<file path="src/rtl/rbank_pkg.sv">
`timescale 1ns/1ps
package rbank_pkg;
  localparam int IDX_W     = 4;
  localparam int MODE_W    = 5;
  localparam int NUM_SAVED = 5;
  // physical layout
  localparam int P_HI_FIQ_OFF = 5;   // r8..r12 fiq copies at 13..17
  localparam int P_SPLR_USR   = 18;  // user/system r13,r14
  localparam int P_SPLR_EXC   = 20;  // per exception mode r13,r14 pairs
  localparam int P_PC         = P_SPLR_EXC + 2 * NUM_SAVED;
  localparam int NUM_PHYS     = P_PC + 1;
  localparam int PHYS_W       = $clog2(NUM_PHYS);

  localparam logic [MODE_W-1:0] MD_USR = 5'h10;
  localparam logic [MODE_W-1:0] MD_FIQ = 5'h11;
  localparam logic [MODE_W-1:0] MD_IRQ = 5'h12;
  localparam logic [MODE_W-1:0] MD_SVC = 5'h13;
  localparam logic [MODE_W-1:0] MD_ABT = 5'h17;
  localparam logic [MODE_W-1:0] MD_UND = 5'h1B;
  localparam logic [MODE_W-1:0] MD_SYS = 5'h1F;

  typedef enum logic [2:0] {
    BK_USR = 3'd0, BK_FIQ = 3'd1, BK_IRQ = 3'd2,
    BK_SVC = 3'd3, BK_ABT = 3'd4, BK_UND = 3'd5
  } bank_e;

  function automatic bank_e mode_bank(input logic [MODE_W-1:0] m);
    case (m)
      MD_FIQ:  return BK_FIQ;
      MD_IRQ:  return BK_IRQ;
      MD_SVC:  return BK_SVC;
      MD_ABT:  return BK_ABT;
      MD_UND:  return BK_UND;
      default: return BK_USR;
    endcase
  endfunction

  function automatic logic mode_valid(input logic [MODE_W-1:0] m);
    case (m)
      MD_USR, MD_FIQ, MD_IRQ, MD_SVC, MD_ABT, MD_UND, MD_SYS: return 1'b1;
      default: return 1'b0;
    endcase
  endfunction

  function automatic logic is_exc_mode(input logic [MODE_W-1:0] m);
    return mode_valid(m) && (mode_bank(m) != BK_USR);
  endfunction
endpackage

</file>
<file path="src/rtl/rbank_map.sv">
`timescale 1ns/1ps
module rbank_map
  import rbank_pkg::*;
(
  input  logic [MODE_W-1:0] mode,
  input  logic [IDX_W-1:0]  idx,
  output logic [PHYS_W-1:0] phys
);
  bank_e bk;
  int    p;
  int    li;

  always_comb begin
    bk = mode_bank(mode);
    li = int'(idx);
    if (li < 8) begin
      p = li;
    end else if (li == 15) begin
      p = P_PC;
    end else if (li <= 12) begin
      p = (bk == BK_FIQ) ? li + P_HI_FIQ_OFF : li;
    end else if (bk == BK_USR) begin
      p = P_SPLR_USR + (li - 13);
    end else begin
      p = P_SPLR_EXC + 2 * (int'(bk) - 1) + (li - 13);
    end
    phys = PHYS_W'(p);
  end
endmodule

</file>
<file path="src/rtl/rbank_store.sv">
`timescale 1ns/1ps
module rbank_store #(
  parameter int DATA_W = 32,
  parameter int DEPTH  = 31,
  parameter int AW     = $clog2(DEPTH)
) (
  input  logic              clk,
  input  logic              rst,
  input  logic              we,
  input  logic [AW-1:0]     waddr,
  input  logic [DATA_W-1:0] wdata,
  input  logic [AW-1:0]     raddr_a,
  input  logic [AW-1:0]     raddr_b,
  output logic [DATA_W-1:0] rdata_a,
  output logic [DATA_W-1:0] rdata_b
);
  logic [DATA_W-1:0] mem [DEPTH];

  for (genvar g = 0; g < DEPTH; g++) begin : g_cell
    always_ff @(posedge clk) begin
      if (rst) mem[g] <= '0;
      else if (we && (int'(waddr) == g)) mem[g] <= wdata;
    end
  end

  always_ff @(posedge clk) begin
    if (rst) begin
      rdata_a <= '0;
      rdata_b <= '0;
    end else begin
      rdata_a <= (we && waddr == raddr_a) ? wdata : mem[raddr_a];
      rdata_b <= (we && waddr == raddr_b) ? wdata : mem[raddr_b];
    end
  end
endmodule

</file>
<file path="src/rtl/rbank_status.sv">
`timescale 1ns/1ps
module rbank_status
  import rbank_pkg::*;
#(
  parameter int DATA_W = 32,
  parameter logic [DATA_W-1:0] RST_STATUS = 'h13
) (
  input  logic              clk,
  input  logic              rst,
  input  logic              enter,
  input  logic [MODE_W-1:0] enter_mode,
  input  logic              ret,
  input  logic              sts_we,
  input  logic [DATA_W-1:0] sts_wdata,
  output logic              enter_ok,
  output logic [DATA_W-1:0] status,
  output logic [DATA_W-1:0] saved_status
);
  logic [DATA_W-1:0] saved_q [1:NUM_SAVED];
  bank_e             cur_bk;
  bank_e             tgt_bk;

  assign enter_ok = enter && is_exc_mode(enter_mode);
  assign tgt_bk   = mode_bank(enter_mode);
  assign cur_bk   = mode_bank(status[MODE_W-1:0]);

  for (genvar g = 1; g <= NUM_SAVED; g++) begin : g_saved
    always_ff @(posedge clk) begin
      if (rst) saved_q[g] <= '0;
      else if (enter_ok && int'(tgt_bk) == g) saved_q[g] <= status;
    end
  end

  always_comb begin
    saved_status = status;
    for (int g = 1; g <= NUM_SAVED; g++) begin
      if (int'(cur_bk) == g) saved_status = saved_q[g];
    end
  end

  always_ff @(posedge clk) begin
    if (rst) begin
      status <= RST_STATUS;
    end else if (enter_ok) begin
      status <= {status[DATA_W-1:MODE_W], enter_mode};
    end else if (ret) begin
      if (cur_bk != BK_USR) status <= saved_status;
    end else if (sts_we) begin
      status <= sts_wdata;
    end
  end
endmodule

</file>
<file path="src/rtl/rbank_regfile.sv">
`timescale 1ns/1ps
module rbank_regfile
  import rbank_pkg::*;
#(
  parameter int DATA_W = 32,
  parameter logic [DATA_W-1:0] RST_STATUS = 'h13
) (
  input  logic              clk,
  input  logic              rst,
  input  logic [3:0]        rd_a_idx,
  input  logic [3:0]        rd_b_idx,
  output logic [DATA_W-1:0] rd_a_data,
  output logic [DATA_W-1:0] rd_b_data,
  input  logic              wr_en,
  input  logic [3:0]        wr_idx,
  input  logic [DATA_W-1:0] wr_data,
  input  logic              sts_we,
  input  logic [DATA_W-1:0] sts_wdata,
  input  logic              exc_enter,
  input  logic [4:0]        exc_mode,
  input  logic [DATA_W-1:0] exc_ret_addr,
  input  logic              exc_return,
  output logic [DATA_W-1:0] status,
  output logic [DATA_W-1:0] saved_status,
  output logic              mode_err
);
  localparam logic [IDX_W-1:0] LR_IDX = IDX_W'(14);

  logic [PHYS_W-1:0] ph_a, ph_b, ph_w, ph_lr;
  logic [PHYS_W-1:0] w_addr;
  logic [DATA_W-1:0] w_data;
  logic              w_en;
  logic              enter_ok;
  logic [MODE_W-1:0] cur_mode;

  assign cur_mode = status[MODE_W-1:0];

  rbank_map u_map_a  (.mode(cur_mode), .idx(rd_a_idx), .phys(ph_a));
  rbank_map u_map_b  (.mode(cur_mode), .idx(rd_b_idx), .phys(ph_b));
  rbank_map u_map_w  (.mode(cur_mode), .idx(wr_idx),   .phys(ph_w));
  rbank_map u_map_lr (.mode(exc_mode), .idx(LR_IDX),   .phys(ph_lr));

  rbank_status #(.DATA_W(DATA_W), .RST_STATUS(RST_STATUS)) u_status (
    .clk(clk), .rst(rst),
    .enter(exc_enter), .enter_mode(exc_mode), .ret(exc_return),
    .sts_we(sts_we), .sts_wdata(sts_wdata),
    .enter_ok(enter_ok), .status(status), .saved_status(saved_status)
  );

  // single effective write port: entry owns it, plain write otherwise
  always_comb begin
    if (enter_ok) begin
      w_en   = 1'b1;
      w_addr = ph_lr;
      w_data = exc_ret_addr;
    end else begin
      w_en   = wr_en;
      w_addr = ph_w;
      w_data = wr_data;
    end
  end

  rbank_store #(.DATA_W(DATA_W), .DEPTH(NUM_PHYS), .AW(PHYS_W)) u_store (
    .clk(clk), .rst(rst),
    .we(w_en), .waddr(w_addr), .wdata(w_data),
    .raddr_a(ph_a), .raddr_b(ph_b),
    .rdata_a(rd_a_data), .rdata_b(rd_b_data)
  );

  assign mode_err = !mode_valid(cur_mode);
endmodule

</file>
<file path="config.mk">
export PLATFORM = sky130hd
export DESIGN_NAME = rbank_regfile
export DESIGN_NICKNAME = d
export VERILOG_FILES = /design/src/rtl/rbank_pkg.sv /design/src/rtl/rbank_map.sv /design/src/rtl/rbank_store.sv /design/src/rtl/rbank_status.sv /design/src/rtl/rbank_regfile.sv
export SDC_FILE = /design/constraint.sdc
export NUM_CORES = 2
export LEC_CHECK = 0
export BUFFER_PORTS_ARGS = -buffer_cell sky130_fd_sc_hd__buf_4
export CORE_MARGIN = 5
export CORE_UTILIZATION = 40
export CTS_BUF_LIST = sky130_fd_sc_hd__clkbuf_16
export CTS_CLUSTER_DIAMETER = 30
export CTS_CLUSTER_SIZE = 12
export DETAILED_ROUTE_END_ITERATION = 10
export PLACE_DENSITY_LB_ADDON = 0.1
export SLEW_MARGIN = 15
export SYNTH_ARGS = -nofsm -noshare
export SYNTH_HDL_FRONTEND = slang
export SYNTH_SLANG_ARGS = --single-unit
</file>
<file path="constraint.sdc">
create_clock -name clk -period 9.1 [get_ports clk]
set_input_delay 1.82 -clock clk [delete_from_list [all_inputs] [get_ports clk]]
set_output_delay 1.82 -clock clk [all_outputs]
set_load 0.01 [all_outputs]
</file>
### Word-level counts from Yosys, hierarchy flattened

Memory sizes are Yosys's and may differ from the RTL's.
Cells that the tools add are included.

| word-level totals | value |
|---|---|
| memories kept | 2 |
| register bits after elaboration | 96 |
| RAM bits | 1152 |

Memory list:

| name | depth | width | read ports | clocked after memory_dff | wr ports | line | source |
|---|---|---|---|---|---|---|---|
| u_store.mem | 31 | 32 | 2 | 0 | 31 | rbank_store.sv:17 | `logic [DATA_W-1:0] mem [DEPTH];` |
| u_status.saved_q | 5 | 32 | 5 | 0 | 5 | rbank_status.sv:19 | `logic [DATA_W-1:0] saved_q [1:NUM_SAVED];` |

| cells by class | value |
|---|---|
| reduce and logical (&&, ||, !) cells | 52 |
| eq/ne operators | 62 |
| bitwise logic cells | 37 |
| $add $sub $neg | 17 |
| order comparisons | 6 |
| mux-type cells | 180 |

Operators with widths:

| cell | number |
|---|---|
| $mux W32 | 47 |
| $eq A5 B5 Y1 const B | 30 |
| $mux W1 | 113 |
| $mux W5 | 18 |
| $eq A5 B4 Y1 const B | 8 |
| $logic_and A1 B1 Y1 | 40 |
| $or A1 B1 Y1 | 36 |
| $pmux W3 S5 | 2 |
| $add A5 B5 Y5 const A | 5 |
| $eq A3 B3 Y1 const B | 8 |
| $eq A5 B3 Y1 const B | 4 |
| $add A4 B3 Y5 const B | 3 |
| $add A5 B5 Y5 | 3 |
| $sub A4 B4 Y5 const B | 3 |
| $reduce_or A7 Y1 | 2 |
| $eq A4 B1 Y1 const B | 3 |
| $le A4 B4 Y1 const B | 3 |
| $lt A4 B4 Y1 const B | 3 |
| $eq A5 B2 Y1 const B | 2 |
| $eq A5 B5 Y1 | 2 |
| $reduce_bool A3 Y1 | 3 |
| $sub A3 B1 Y4 const B | 2 |
| $eq A3 B2 Y1 const B | 2 |
| $logic_not A3 Y1 | 2 |
| 10 further kinds | 10 |

### Depth between registers and ports, before layout

| depth | value |
|---|---|
| word-level depth | 16 |
| mapped depth | 24 |
| gate-level depth less buffers | 20 |

### Hierarchy

Synthesis repeated with hierarchy kept, for this count alone.

| unflattened totals | value |
|---|---|
| cells, all modules | 5184 |
| area total of the unflattened synthesis | 68484.4 um2 |

Modules (own cells, without submodules):

| module | cells an instance | area each (um2) | seq. area each (um2) | times used |
|---|---|---|---|---|
| rbank_store | 3905 | 55644.6 | 31069.8 | 1 |
| rbank_status | 945 | 10118.5 | 5445.2 | 1 |
| rbank_map at u_map_a ... | 70 | 516.7 | 0.0 | 3 |
| rbank_map at u_map_w | 78 | 618.1 | 0.0 | 1 |
| rbank_regfile | 46 | 553.0 | 0.0 | 1 |

### Worst setup path before layout

No wires, ideal clock.

| timing path | value |
|---|---|
| path kind | input to register |
| start point | input port exc_mode[3] |
| end point | memory u_store.mem[25][0], enable pin |
| path buffers | 3 |
| cell stages on the path | 13 |
| required time | 8.630 ns |
| arrival | 6.697 ns |
| library setup time | 0.470 ns |
| setup slack | 1.933 ns |
| cell sequence | buf_2 -> nor2b_1 -> nor3_1 -> inv_1 -> ha_1 -> a211oi_1 -> buf_2 -> nand2_1 -> o21ai_1 -> nor2b_1 -> clkbuf_1 -> nand2_1 -> o31ai_1 |

RTL lines:

| element | line | source |
|---|---|---|
| from (decl) | rbank_regfile.sv:20 | `input logic [4:0] exc_mode,` |
| to (decl) | rbank_store.sv:17 |  |

### Final worst setup path

| timing path | value |
|---|---|
| start point | register u_status.status[4] |
| end point | register u_store.rdata_a[17] |

| on the way | value |
|---|---|
| word-level cells in the longest chain between the ends | 13 |
| elaborated cells between the ends (all ways) | 27 |
| those cells by class | add/sub: 4; eq/ne: 7; mux: 13; reduce/logical: 2; memory: 1 |

RTL lines:

| element | line | source |
|---|---|---|
| from (decl) | rbank_status.sv:16 | `output logic [DATA_W-1:0] status,` |
| from (signal assigned) | rbank_status.sv:45 | `status <= {status[DATA_W-1:MODE_W], enter_mode};` |
| from (signal assigned) | rbank_status.sv:47 | `if (cur_bk != BK_USR) status <= saved_status;` |
| from (signal assigned) | rbank_status.sv:49 | `status <= sts_wdata;` |
| $eq A5 B5 Y1 | rbank_pkg.sv:28 | `case (m)` |
| $pmux W3 S5 * | rbank_pkg.sv:28 |  |
| parallel branches: the longest is 10 deep, another holds $mem_v2 Z31 W32 | - |  |
| $mux W32 * | rbank_store.sv:31 | `rdata_a <= (we && waddr == raddr_a) ? wdata : mem[raddr_a];` |
| to (signal assigned) | rbank_store.sv:31 |  |
| to (decl) | rbank_store.sv:14 | `output logic [DATA_W-1:0] rdata_a,` |

Mark *: on every way between the ends.
A chain may end at the register's enable or synchronous reset.

==> results.md <==
- Die Span Y: 417 um
- R2r setup slk: 1.92 ns
- Final hold vios: 0
- Layout cells sized above 1: 0.153
- Number of global-route vias before repair: 58000
- Worst R2R Start: u_status.status[4]$_SDFFE_PP1P_
- Final min period: 7.18 ns
- Worst Setup End Kind: flop
- Most common cell in the netlist: nand2_1
- Root buf cell: clkbuf_16
- Placed cells: 9066
- Fin cells: 9712
- Arr. time, crit path: 7.83 ns
- PwrDens: 380 nW/um^2
- Final Skew: 0.0653 ns
- Netlist cell types: 81
- Ports: 248
- Synth area leader: edfxtp_1
- FF+latch count, synth: 1248
- Layout area overhead: 24.5%
- Total Wirelength: 300 mm
- Min Hold Slack: 0.645 ns
- RSZ-0062 raised after global routing: no
- Drt first pass iters: 8
- CTS buffer count: 362
- Comb pwr share: 0.381
- Die area: 174000 sq um
- TritonCTS clock tree: built
- Initial DRC count: 9180
- Main synth FF type: edfxtp_1
- Vias/cell: 6.25
- Internal cell power: 18.7 mW
- Clock Path Buffers: 4
- Syn Area/Cell: 9.29 sq um
- Final setup viols: 0
- Share of the synthesized area in the top cell type: 0.523
- CTS resizes: 0
- Worst Setup SP: u_status.status[4]$_SDFFE_PP1P_
- R2R depth: 18
- Crit path kind: reg -> reg
- Setup tns final: 0 ns
- Clk pwr share: 0.385
- Later-pin clock latency in the skew report: 0.95 ns
- Post-DRT Antenna Nets: 0
- Sequential share of the synthesized area: 0.552
- Clock Sinks: 1248
- Sequential power share: 0.234
- All-Layer GR Usage: 0.333
- CTS H-tree lvls: 5
- First-pass GRT wire length: 423 mm
- Fill count: 15100
- Final worst path period share: 0.789
- Synth async-reset ratio: 0
- Port bufs: 247
- Hpwl dp: 174 mm
- Pre-CTS setup slack: 1.89 ns
- Critical R2R Capture: u_store.rdata_a[17]$_SDFF_PP0_
- Type of origin of the critical path: flop
- Global placement routability congestion: 0.909
- Util after Layout: 0.500
- # rows: 149
- Worst vdd ir: 0.386 mV
- Max-Cap Viols: 0
- NetSw: 12.6 mW
- Drt wl/cell: 30.9 um
- Initial antenna violation count: 11
- Hold path cells: 1
- Synth top area cells: edfxtp_1 (52%), nand2_1 (8.8%), nor2_1 (6.8%)
- Final setup margin: 1.92 ns
- EDFF count, synth: 1152
- Final Max Slew Viols: 0
- Leakage power: 32.5 nW
- Chip width: 417 um
- Fmax: 0.139 GHz
- HP Class: reg -> reg
- Synth Warn #: 0
- Worst setup path endpoint: u_store.rdata_a[17]$_SDFF_PP0_
- Congestion Overflow GR: 0
- Synthesized instance count: 7125
- Vias: 60700
- Pin count of the biggest net entering global routing: 158
- Buffer count from post-CTS setup fixing: 0
- Most frequent cells after synthesis: nand2_1 (1553), nor2_1 (1207), edfxtp_1 (1152)
- Slew Limit Headroom: 0.109
- Sw Ratio: 0.403
- Status: finished, final reports clean
- Req. time, crit path: 9.75 ns
- Max Fanout on Critical Path: 42
- Initial Utilization: 0.402
- Core Area: 165000 sq um
- Post-route DRC: 0
- Post-Syn Area: 66200 sq um
- CTS Hold Buffers Added: 0
- Reg clk slew, reported paths: 0.04 ns
- Slew @ Worst Pin: 1.33 ns
- # nets final: 7390
- Synth Net Count: 7274
-- layer usage --
layer	vias to the layer above	global-route usage	routed length (um)
met5	-	0	40
met4	6	0.186	19100
met3	909	0.0880	35600
met2	4317	0.497	130000
met1	29900	0.440	115000
li1	25600	-	-
-- metrics by stage --
step / cell area (sq um) / power, mW
floorplan: 66200 / 13.8
global placement: 70700 / 18.9
detailed placement: 70700 / 19.0
CTS: 82400 / 31.1
global route: 82400 / 32.2
finish: 82400 / 31.3
-- how the worst min path moves through the flow --
stage                                      from                                to  slack (ns)
6_report        u_status.status[7]$_SDFFE_PP0P_   u_status.status[7]$_SDFFE_PP0P_        0.64
5_1_grt         u_status.status[7]$_SDFFE_PP0P_   u_status.status[7]$_SDFFE_PP0P_        0.66
4_1_cts         u_status.status[7]$_SDFFE_PP0P_   u_status.status[7]$_SDFFE_PP0P_        0.64
3_5_place_dp    u_status.status[7]$_SDFFE_PP0P_   u_status.status[7]$_SDFFE_PP0P_        0.63
3_3_place_gp    u_status.status[7]$_SDFFE_PP0P_   u_status.status[7]$_SDFFE_PP0P_        0.61
2_1_floorplan  u_status.status[10]$_SDFFE_PP0P_  u_status.status[10]$_SDFFE_PP0P_        0.61
-- power groups by stage --
stage / clock network, mW / logic [mW] / registers, mW
2_1_floorplan: 0 / 6.61 / 7.24
3_3_place_gp: 0 / 11.5 / 7.39
3_5_place_dp: 0 / 11.6 / 7.40
4_1_cts: 12.1 / 11.6 / 7.31
5_1_grt: 12.5 / 12.4 / 7.37
6_report: 12.1 / 12.0 / 7.32
-- critical path, stage by stage, from the launching register on --
cell and delay [ns]:
dfxtp_1 0.48, inv_1 0.21, nor4_1 0.53, inv_1 0.17, ha_1 0.31, and2_1 0.20
nor2_1 0.31, inv_1 0.20, fa_1 0.51, inv_1 0.04, o31a_1 0.34, a21oi_4 0.23
buf_4 0.52, nand3_1 0.63, buf_4 0.42, o21ai_0 0.17, nor4_1 0.06, a2111oi_0 1.05
o32ai_1 0.47
-- cell type report --
cell class,instances,area [sq um],share of cell area
diodes,3,7.51,0.0000911
multi-input cells,5128,27700,0.337
clock inverters,274,2440,0.0297
flip-flops and latches,1248,36500,0.443
well taps,2189,2740,0.0332
clock buffers,369,9230,0.112
inverters,63,239,0.00290
repair buffers,438,3480,0.0422
-- sequential cells by signal (all words and copies together) (netlist names) --
name,count
u_status.status,32
u_store.rdata_a,32
u_store.rdata_b,32
u_status.saved_q,160
u_store.mem,992
-- kinds of logic (layout without fill, tap and decap cells) --
group,Yosys count,in the layout,share of synthesized area
simple gates,3779,3779,0.241
flops,1248,1248,0.552
compound gates,1063,1063,0.114
buf+inv,749,1144,0.0449
mux,231,231,0.0385
fa+ha+maj,30,30,0.00601
xor+xnor,25,25,0.00365
other cells,0,3,0
-- cell usage in the layout, fill, tap and decap left out, drive strengths merged, types with 17 or more instances in the layout --
cell type	count
nand2	1555
nor2	1207
edfxtp	1152
nand3	591
buf	438
clkbuf	369
a21oi	205
mux2i	176
and2	169
a311oi	161
clkinv	138
inv	134
a31oi	130
a211oi	127
and3	116
dfxtp	96
o21ai	75
nor3	61
o31ai	59
o211ai	45
bufinv	41
mux2	40
nor4	40
a21o	38
o22ai	31
a32oi	30
o21a	30
a22o	27
ha	27
clkinvlp	24
xnor2	20
o221ai	17
Note: power is estimated with default switching activity, not from simulation.
